[config.mk]
export PLATFORM = sky130hd
export DESIGN_NAME = mgmt_bus_master
export DESIGN_NICKNAME = d
export VERILOG_FILES = /design/src/rtl/mgmt_pkg.sv /design/src/rtl/mgmt_mdc_gen.sv /design/src/rtl/mgmt_frame_shift.sv /design/src/rtl/mgmt_bus_master.sv
export SDC_FILE = /design/constraint.sdc
export NUM_CORES = 1
export LEC_CHECK = 0
export ABC_AREA = 1
export CORE_MARGIN = 4
export CORE_UTILIZATION = 51
export CTS_CLUSTER_SIZE = 12
export DETAILED_ROUTE_END_ITERATION = 10
export PLACE_DENSITY_LB_ADDON = 0.12
export SYNTH_ARGS = -nofsm -noshare
export SYNTH_HDL_FRONTEND = slang
export SYNTH_SLANG_ARGS = --single-unit
export TNS_END_PERCENT = 30
[constraint.sdc]
create_clock -name clk -period 1.45 [get_ports clk]
set_clock_uncertainty 0.1 [all_clocks]
set_input_delay 0.2175 -clock clk [delete_from_list [all_inputs] [get_ports clk]]
set_output_delay 0.2175 -clock clk [all_outputs]
set_load 0.03 [all_outputs]
[src/rtl/mgmt_pkg.sv]
package mgmt_pkg;

  localparam int FRAME_BITS = 64;   // preamble + start + op + phy + reg + ta + data
  localparam int PRE_BITS   = 32;
  localparam int TA_POS     = 46;   // transmit index of first turnaround bit
  localparam int DATA_POS   = 48;   // transmit index of first data bit
  localparam int IDX_W      = $clog2(FRAME_BITS);

  typedef logic [FRAME_BITS-1:0] frame_t;

  // Line image of a frame, bit FRAME_BITS-1 goes out first.
  function automatic frame_t build_frame(input logic smi, input logic rd,
                                         input logic [4:0] phy, input logic [7:0] ra,
                                         input logic [15:0] wd);
    logic [1:0]  op;
    logic [4:0]  pf;
    logic [4:0]  rf;
    logic [1:0]  ta;
    logic [15:0] dat;
    rf = ra[4:0];
    if (smi) begin
      op  = 2'b00;
      pf  = {rd, 1'b0, ra[7:5]};
      dat = {8'h00, wd[7:0]};
    end else begin
      op  = rd ? 2'b10 : 2'b01;
      pf  = phy;
      dat = wd;
    end
    ta = rd ? 2'b00 : 2'b10;
    if (rd) dat = '0;
    return {{PRE_BITS{1'b1}}, 2'b01, op, pf, rf, ta, dat};
  endfunction

  // Output-enable image: released from turnaround onwards on a read.
  function automatic frame_t build_oe(input logic rd);
    if (rd) return {{TA_POS{1'b1}}, {(FRAME_BITS-TA_POS){1'b0}}};
    return '1;
  endfunction

  // Value presented on rd_data for a finished read.
  function automatic logic [15:0] shape_rd(input logic smi, input logic [15:0] cap);
    return smi ? {8'h00, cap[7:0]} : cap;
  endfunction

endpackage

[src/rtl/mgmt_mdc_gen.sv]
module mgmt_mdc_gen #(
  parameter int HALF_DIV = 2
) (
  input  logic clk,
  input  logic rst_n,
  input  logic run,
  output logic mdc,
  output logic rise_evt,
  output logic fall_evt
);
  localparam int CW = (HALF_DIV > 1) ? $clog2(HALF_DIV) : 1;
  localparam logic [CW-1:0] LAST = CW'(HALF_DIV - 1);

  logic [CW-1:0] div_cnt;
  logic          tick;

  assign tick     = run && (div_cnt == LAST);
  assign rise_evt = tick && !mdc;
  assign fall_evt = tick && mdc;

  always_ff @(posedge clk) begin
    if (!rst_n || !run) begin
      div_cnt <= '0;
      mdc     <= 1'b0;
    end else if (tick) begin
      div_cnt <= '0;
      mdc     <= !mdc;
    end else begin
      div_cnt <= div_cnt + 1'b1;
    end
  end
endmodule

[src/rtl/mgmt_frame_shift.sv]
module mgmt_frame_shift
  import mgmt_pkg::*;
(
  input  logic                 clk,
  input  logic                 rst_n,
  input  logic                 load,
  input  frame_t               frame_in,
  input  frame_t               oe_in,
  input  logic                 rise_evt,
  input  logic                 fall_evt,
  input  logic                 mdio_i,
  output logic                 mdio_o,
  output logic                 mdio_oe,
  output logic                 last_bit,
  output logic [15:0]          cap_data
);
  frame_t           dat_sr;
  frame_t           oe_sr;
  logic [IDX_W-1:0] bit_idx;
  logic             in_data;

  assign mdio_o   = dat_sr[FRAME_BITS-1];
  assign mdio_oe  = oe_sr[FRAME_BITS-1];
  assign last_bit = (bit_idx == IDX_W'(FRAME_BITS-1));
  assign in_data  = (bit_idx >= IDX_W'(DATA_POS));

  always_ff @(posedge clk) begin
    if (!rst_n) begin
      dat_sr   <= '0;
      oe_sr    <= '0;
      bit_idx  <= '0;
      cap_data <= '0;
    end else if (load) begin
      dat_sr   <= frame_in;
      oe_sr    <= oe_in;
      bit_idx  <= '0;
      cap_data <= '0;
    end else begin
      if (rise_evt && in_data)
        cap_data <= {cap_data[14:0], mdio_i};
      if (fall_evt) begin
        dat_sr  <= {dat_sr[FRAME_BITS-2:0], 1'b0};
        oe_sr   <= {oe_sr[FRAME_BITS-2:0], 1'b0};
        bit_idx <= bit_idx + 1'b1;
      end
    end
  end
endmodule

[src/rtl/mgmt_bus_master.sv]
module mgmt_bus_master
  import mgmt_pkg::*;
#(
  parameter int HALF_DIV = 2
) (
  input  logic        clk,
  input  logic        rst_n,
  input  logic        start,
  input  logic        smi_mode,
  input  logic        rd_nwr,
  input  logic [4:0]  phy_addr,
  input  logic [7:0]  reg_addr,
  input  logic [15:0] wr_data,
  output logic        busy,
  output logic        done,
  output logic [15:0] rd_data,
  output logic        mdc,
  output logic        mdio_o,
  output logic        mdio_oe,
  input  logic        mdio_i
);
  logic        accept;
  logic        rise_evt;
  logic        fall_evt;
  logic        fin_evt;
  logic        last_bit;
  logic        rd_q;
  logic        smi_q;
  logic        sr_o;
  logic        sr_oe;
  logic [15:0] cap_data;
  frame_t      frame_img;
  frame_t      oe_img;

  assign accept    = start && !busy;
  assign fin_evt   = fall_evt && last_bit;
  assign frame_img = build_frame(smi_mode, rd_nwr, phy_addr, reg_addr, wr_data);
  assign oe_img    = build_oe(rd_nwr);
  assign mdio_o    = busy && sr_o;
  assign mdio_oe   = busy && sr_oe;

  mgmt_mdc_gen #(.HALF_DIV(HALF_DIV)) u_clk (
    .clk      (clk),
    .rst_n    (rst_n),
    .run      (busy),
    .mdc      (mdc),
    .rise_evt (rise_evt),
    .fall_evt (fall_evt)
  );

  mgmt_frame_shift u_shift (
    .clk      (clk),
    .rst_n    (rst_n),
    .load     (accept),
    .frame_in (frame_img),
    .oe_in    (oe_img),
    .rise_evt (rise_evt),
    .fall_evt (fall_evt),
    .mdio_i   (mdio_i),
    .mdio_o   (sr_o),
    .mdio_oe  (sr_oe),
    .last_bit (last_bit),
    .cap_data (cap_data)
  );

  always_ff @(posedge clk) begin
    if (!rst_n) begin
      busy    <= 1'b0;
      done    <= 1'b0;
      rd_q    <= 1'b0;
      smi_q   <= 1'b0;
      rd_data <= '0;
    end else begin
      done <= fin_evt;
      if (accept) begin
        busy  <= 1'b1;
        rd_q  <= rd_nwr;
        smi_q <= smi_mode;
      end else if (fin_evt) begin
        busy <= 1'b0;
        if (rd_q) rd_data <= shape_rd(smi_q, cap_data);
      end
    end
  end
endmodule

# Yosys cells after proc, flatten, opt, wreduce, memory -nomap -nowiden

Index checks and enable logic that the tools add are counted.
W data, S select, Z words.

Add/subtract/negate cells: 2
Order comparisons: 1
Eq/ne operators: 1
Muxes and demuxes: 16
Bitwise logic cells: 2
Reduce and logical (&&, ||, !) cells: 17

Operators by type and width:

| operator              | count |
|---|---|
| $mux W64              | 6 |
| $mux W16              | 3 |
| $logic_and A1 B1 Y1   | 8 |
| $add A6 B1 Y6 const B | 1 |
| $eq A6 B6 Y1 const B  | 1 |
| $ge A6 B6 Y1 const B  | 1 |
| $mux W2               | 3 |
| $mux W5               | 1 |
| $reduce_bool A2 Y1    | 2 |
| $reduce_or A2 Y1      | 2 |
| $logic_not A1 Y1      | 3 |
| $mux W1               | 3 |
| $reduce_and A3 Y1     | 1 |
| $not A1 Y1            | 2 |
| $add A1 B1 Y1 const B | 1 |
| $logic_or A1 B1 Y1    | 1 |

Flip-flop bits (word level): 172

# Longest topological paths before layout

Depth after elaboration: 5
Mapped depth: 10
Depth with buffers taken out: 8

# Hierarchy

From an unflattened synthesis, not the netlist that was laid out.

Cell total of the unflattened synthesis: 1252
Area, all modules: 7848.8 um^2

By module, submodules not included:

| module           | times used | cells an instance | area each (um^2) |
|---|---|---|---|
| mgmt_frame_shift | 1          | 1050              | 6650.1 |
| mgmt_bus_master  | 1          | 189               | 1104.8 |
| mgmt_mdc_gen     | 1          | 13                | 93.8 |

# Least setup slack after synthesis

Ideal clock, no wire load.

Kind: register to register
Start: reg busy
End: reg u_shift.oe_sr[3]
Arrival: 1.375 ns
Data required time: 1.222 ns
Path slack: -0.153 ns
Stages on the path, launching flop included: 9
Period minus slack after synthesis: 1.603 ns
Cell sequence: dfxtp_1 > buf_6 > nand3_4 > nand2_2 > buf_4 > buf_4 > nand3_1 > o21ai_0 > nor2_1

Cells in the longest elaborated chain, start to end: 3

Ends and longest elaborated chain:

| element                                                 | RTL line                                  | source |
|---|---|---|
| start, declared                                         | mgmt_bus_master.sv:14                     | `output logic busy,` |
| start signal, assigned                                  | mgmt_bus_master.sv:68                     | `busy <= 1'b0;` |
| start signal, assigned                                  | mgmt_bus_master.sv:76                     | `busy <= 1'b1;` |
| start signal, assigned                                  | mgmt_bus_master.sv:80                     | `busy <= 1'b0;` |
| $logic_not A1 Y1 or $logic_and A1 B1 Y1 (tied branches) | mgmt_bus_master.sv:35, mgmt_mdc_gen.sv:17 |  |
| $logic_and A1 B1 Y1 (on tied branches)                  | mgmt_bus_master.sv:35, mgmt_mdc_gen.sv:19 |  |
| $mux W64 or $reduce_bool A2 Y1 (tied branches)          | n/a                                       |  |
| end signal, assigned                                    | mgmt_frame_shift.sv:35                    | `oe_sr <= oe_in;` |
| end signal, assigned                                    | mgmt_frame_shift.sv:43                    | `oe_sr <= {oe_sr[FRAME_BITS-2:0], 1'b0};` |
| end, declared                                           | mgmt_frame_shift.sv:18                    | `frame_t oe_sr;` |

Parallel ways exist; a longest one is shown, timed or not.
A chain may end at the register's enable or synchronous reset.

# Final worst setup path

Start: reg busy
End: out mdio_oe

Cells in the longest elaborated chain, start to end: 1

Ends and longest elaborated chain:

| element             | RTL line              | source |
|---|---|---|
| $logic_and A1 B1 Y1 | mgmt_bus_master.sv:40 | `assign mdio_oe = busy && sr_oe;` |
| end, declared       | mgmt_bus_master.sv:19 | `output logic mdio_oe,` |

Every way passes these cells.

==> impl_metrics.env <==
export IMPL_routedWlPerCell_microns=13.2
export IMPL_die_w_microns=121
export IMPL_numCtsBuffers=17
export IMPL_fp_coreArea_sq_um=12600
export IMPL_cts_tree="yes"
export IMPL_crit_top_cell="buf_6"
export IMPL_antenna_cells=0
export IMPL_vias=5697
export IMPL_fin_ws_ns=-0.0327
export IMPL_grt_pass1_vias=5202
export IMPL_crit_path_end_kind="primary output"
export IMPL_syn_area_per_cell_sq_um=7.63
export IMPL_routed_via_density=5.15
export IMPL_drv_cap=0
export IMPL_rsz0062_at_grt="yes"
export IMPL_slowest_delay_ns=0.40
export IMPL_syn_area_sq_um=6540
export IMPL_synth_cell_type_count=31
export IMPL_cts_max_level=4
export IMPL_grt_total_usage_pct=19.7
export IMPL_start_util_pct=52.0
export IMPL_synth_top_area_share_pct=52.7
export IMPL_yosys_warnings=0
export IMPL_ys_flop_type="dfxtp_1"
export IMPL_port_buffers=55
export IMPL_grt_first_pass_wirelength_mm=23.6
export IMPL_crit_arrival_ns=1.17
export IMPL_clk_latency_ns=0.43
export IMPL_drtPass1Iterations=5
export IMPL_p_per_area_nw_per_um2=1330
export IMPL_setup_viol=3
export IMPL_fp_row_count=41
export IMPL_drive_gt1_share_pct=16.3
export IMPL_reg2reg_to="rd_data[10]"
export IMPL_cp_num_buf_inv=3
export IMPL_cts_reportedPaths_clkPinSlew_ns=0.06
export IMPL_synth_most_common_cell="dfxtp_1"
export IMPL_hold_viol_final=0
export IMPL_worst_hold_path_type="in2reg"
export IMPL_path_class="reg2out"
export IMPL_fin_setup_tns_ns=-0.0559
export IMPL_clk_path_buf_depth=2
export IMPL_outcome="complete, but fails checks"
export IMPL_max_slew_margin_pct=77.7
export IMPL_clockRootBuffer="clkbuf_16"
export IMPL_synth_edf_count=0
export IMPL_nFillCells=1054
export IMPL_antenna_found_initial=0
export IMPL_syn_num_nets=893
export IMPL_slowest_stage="dfxtp_4"
export IMPL_wirelength_mm=14.6
export IMPL_path_cells="buf_6 > nand2_2 > inv_2 > buf_6"
export IMPL_worstHoldStart="rst_n"
export IMPL_grt_ovfl_total=0
export IMPL_finalPower_mw=11.3
export IMPL_startpoint_type="flop"
export IMPL_vdd_drop_max_uv=1080
export IMPL_min_to="rd_data[3]"
export IMPL_clock_sinks=172
export IMPL_max_clock_freq_mhz=674
export IMPL_fin_crit_ns=1.48
export IMPL_synth_common_cells="dfxtp_1 (172), nand2_1 (167), nor2_1 (140), o21ai_0 (117), a21oi_1 (76)"
export IMPL_grt_start_max_net_pins=59
export IMPL_finalMaxSlewViolations=0
export IMPL_hold_buffers=0
export IMPL_remaining_drc_errors=0
export IMPL_instances_no_fill=1106
export IMPL_gp_congestion=0.769
export IMPL_reg2reg_from="busy"
export IMPL_power_leakage_nw=3.37
export IMPL_path_max_fanout=5
export IMPL_area_growth_synth_to_final_pct=29.5
export IMPL_ys_async_sr_fraction_pct=0
export IMPL_ys_ff_latch=172
export IMPL_fp_dieH_microns=121
export IMPL_nets=957
export IMPL_drt_iter0_markers=442
export IMPL_fin_crit_sh_pct=102
export IMPL_synth_area_leaders="dfxtp_1 (53%), nand2_1 (9.6%), o21ai_0 (9.0%)"
export IMPL_detail_route_antenna_nets=0
export IMPL_path_delay_family="flip-flops"
export IMPL_rrSetupSlack_ns=0
export IMPL_synthCells=857
export IMPL_yosys_area_top_type="dfxtp_1"
export IMPL_failed_checks="setup timing"
export IMPL_worst_pin_slew_ns=0.334
export IMPL_whs_path_depth=4
export IMPL_worstPathRequired_ns=1.13
export IMPL_ioPinCount=56
export IMPL_synth_seq_area_share_pct=52.7
export IMPL_dp_cells=1067
export IMPL_reg2regPathDepth=7
export IMPL_dp_hpwl_mm=8.70
export IMPL_die_area_sq_um=14700
logic make-up (layout without fill, tap and decap cells):
group                      count (synthesis)  after routing  share of synthesized area, %
AOI/OAI and AO/OA                        226            226                          18.2
xor gates and xnor gates                   1              1                         0.134
adders and majority gates                  1              1                         0.191
buffers and inverters                    112            189                          7.62
DFF                                      172            172                          52.7
and+or+nand+nor                          345            345                          21.2
repair_timing:
item,in CTS,in global routing
pin swaps,2,27
gates resized for setup,62,62
endpoints found under the hold margin,0,0
setup buffers,0,2
gates cloned,0,5
endpoints found under the setup margin,35,90
metal layers:
| layer | GRT usage [%] | wire length [microns] | up-vias | part of all wire (%) |
|---|---|---|---|---|
| met2 | 30.9 | 6870 | 102 | 47 |
| met1 | 26.2 | 6890 | 2665 | 47 |
| li1 | - | - | 2917 | - |
| met5 | 0 | 0 | - | 0 |
| met4 | 6.44 | 167 | 0 | 1.1 |
| met3 | 5.59 | 651 | 13 | 4.5 |
tightest hold or removal path, stage by stage:
cell and delay (ns):
buf_2 0.13, buf_12 0.17, nand2_1 0.08, nor2_1 0.03
per-stage QoR:
step / instance area [sq um] / utilization (%) / setup slack, ns / hold slack [ns]
2_1_floorplan: 6540 / - / 0.0115 / 0.260
3_3_place_gp: 7440 / 59.2 / -0.353 / 0.340
3_5_place_dp: 7440 / 59.2 / -0.401 / 0.346
4_1_cts: 8150 / 64.8 / -0.0599 / 0.137
5_1_grt: 8470 / 67.4 / -0.0923 / 0.164
6_report: 8470 / 67.4 / -0.0327 / 0.155
area by class of cell:
cell class	instances	area (sq um)	area share (%)
clock buffers	20	457	5.39
flip-flops and latches	172	3450	40.8
inverters	53	203	2.39
well taps	172	215	2.54
clock inverters	12	193	2.28
repair buffers	104	1190	14.1
multi-input cells	573	2750	32.5
placed cells by master, fill, tap and decap left out, drive strengths merged, types with 2 or more instances in the layout:
cell type / Yosys / layout
dfxtp: 172 / 172
nand2: 169 / 169
nor2: 145 / 145
o21ai: 121 / 121
a21oi: 76 / 76
inv: 51 / 51
buf: 35 / 49
clkdlybuf4s50: 0 / 33
clkbuf: 24 / 26
nand3: 26 / 26
clkdlybuf4s15: 0 / 16
a31oi: 11 / 11
a211oi: 8 / 8
a22oi: 6 / 6
clkinv: 2 / 6
bufinv: 0 / 5
nand4: 3 / 3
clkinvlp: 0 / 3
o21a: 2 / 2
power by group:
part	switching [mW]	internal (mW)	total [mW]	leakage, nW
Sequential	0.147	5.03	5.18	1.41
Clock	1.82	3.13	4.95	0.312
Combinational	0.623	0.525	1.15	1.65
Total	2.59	8.69	11.3	3.37
registers in the layout, summed over array words and instances (netlist names):
name	flops
u_shift.dat_sr	64
u_clk.div_cnt	1
u_shift.cap_data	16
u_shift.oe_sr	64
rd_q	1
rd_data	16
u_shift.bit_idx	6
busy	1
done	1
smi_q	1
u_clk.mdc	1
worst max-delay path by stage:
stage / startpoint / end / slack, ns / cells after the start
after floorplan: busy / u_shift.oe_sr[12] / 0.01 / 8
after global placement: start / u_shift.dat_sr[15] / -0.35 / 8
after detailed placement: start / u_shift.dat_sr[13] / -0.40 / 8
after CTS: busy / mdio_oe / -0.06 / 4
after global routing: busy / u_shift.cap_data[9] / -0.09 / 7
final: busy / mdio_oe / -0.03 / 4
(Power assumes the default switching activity.)
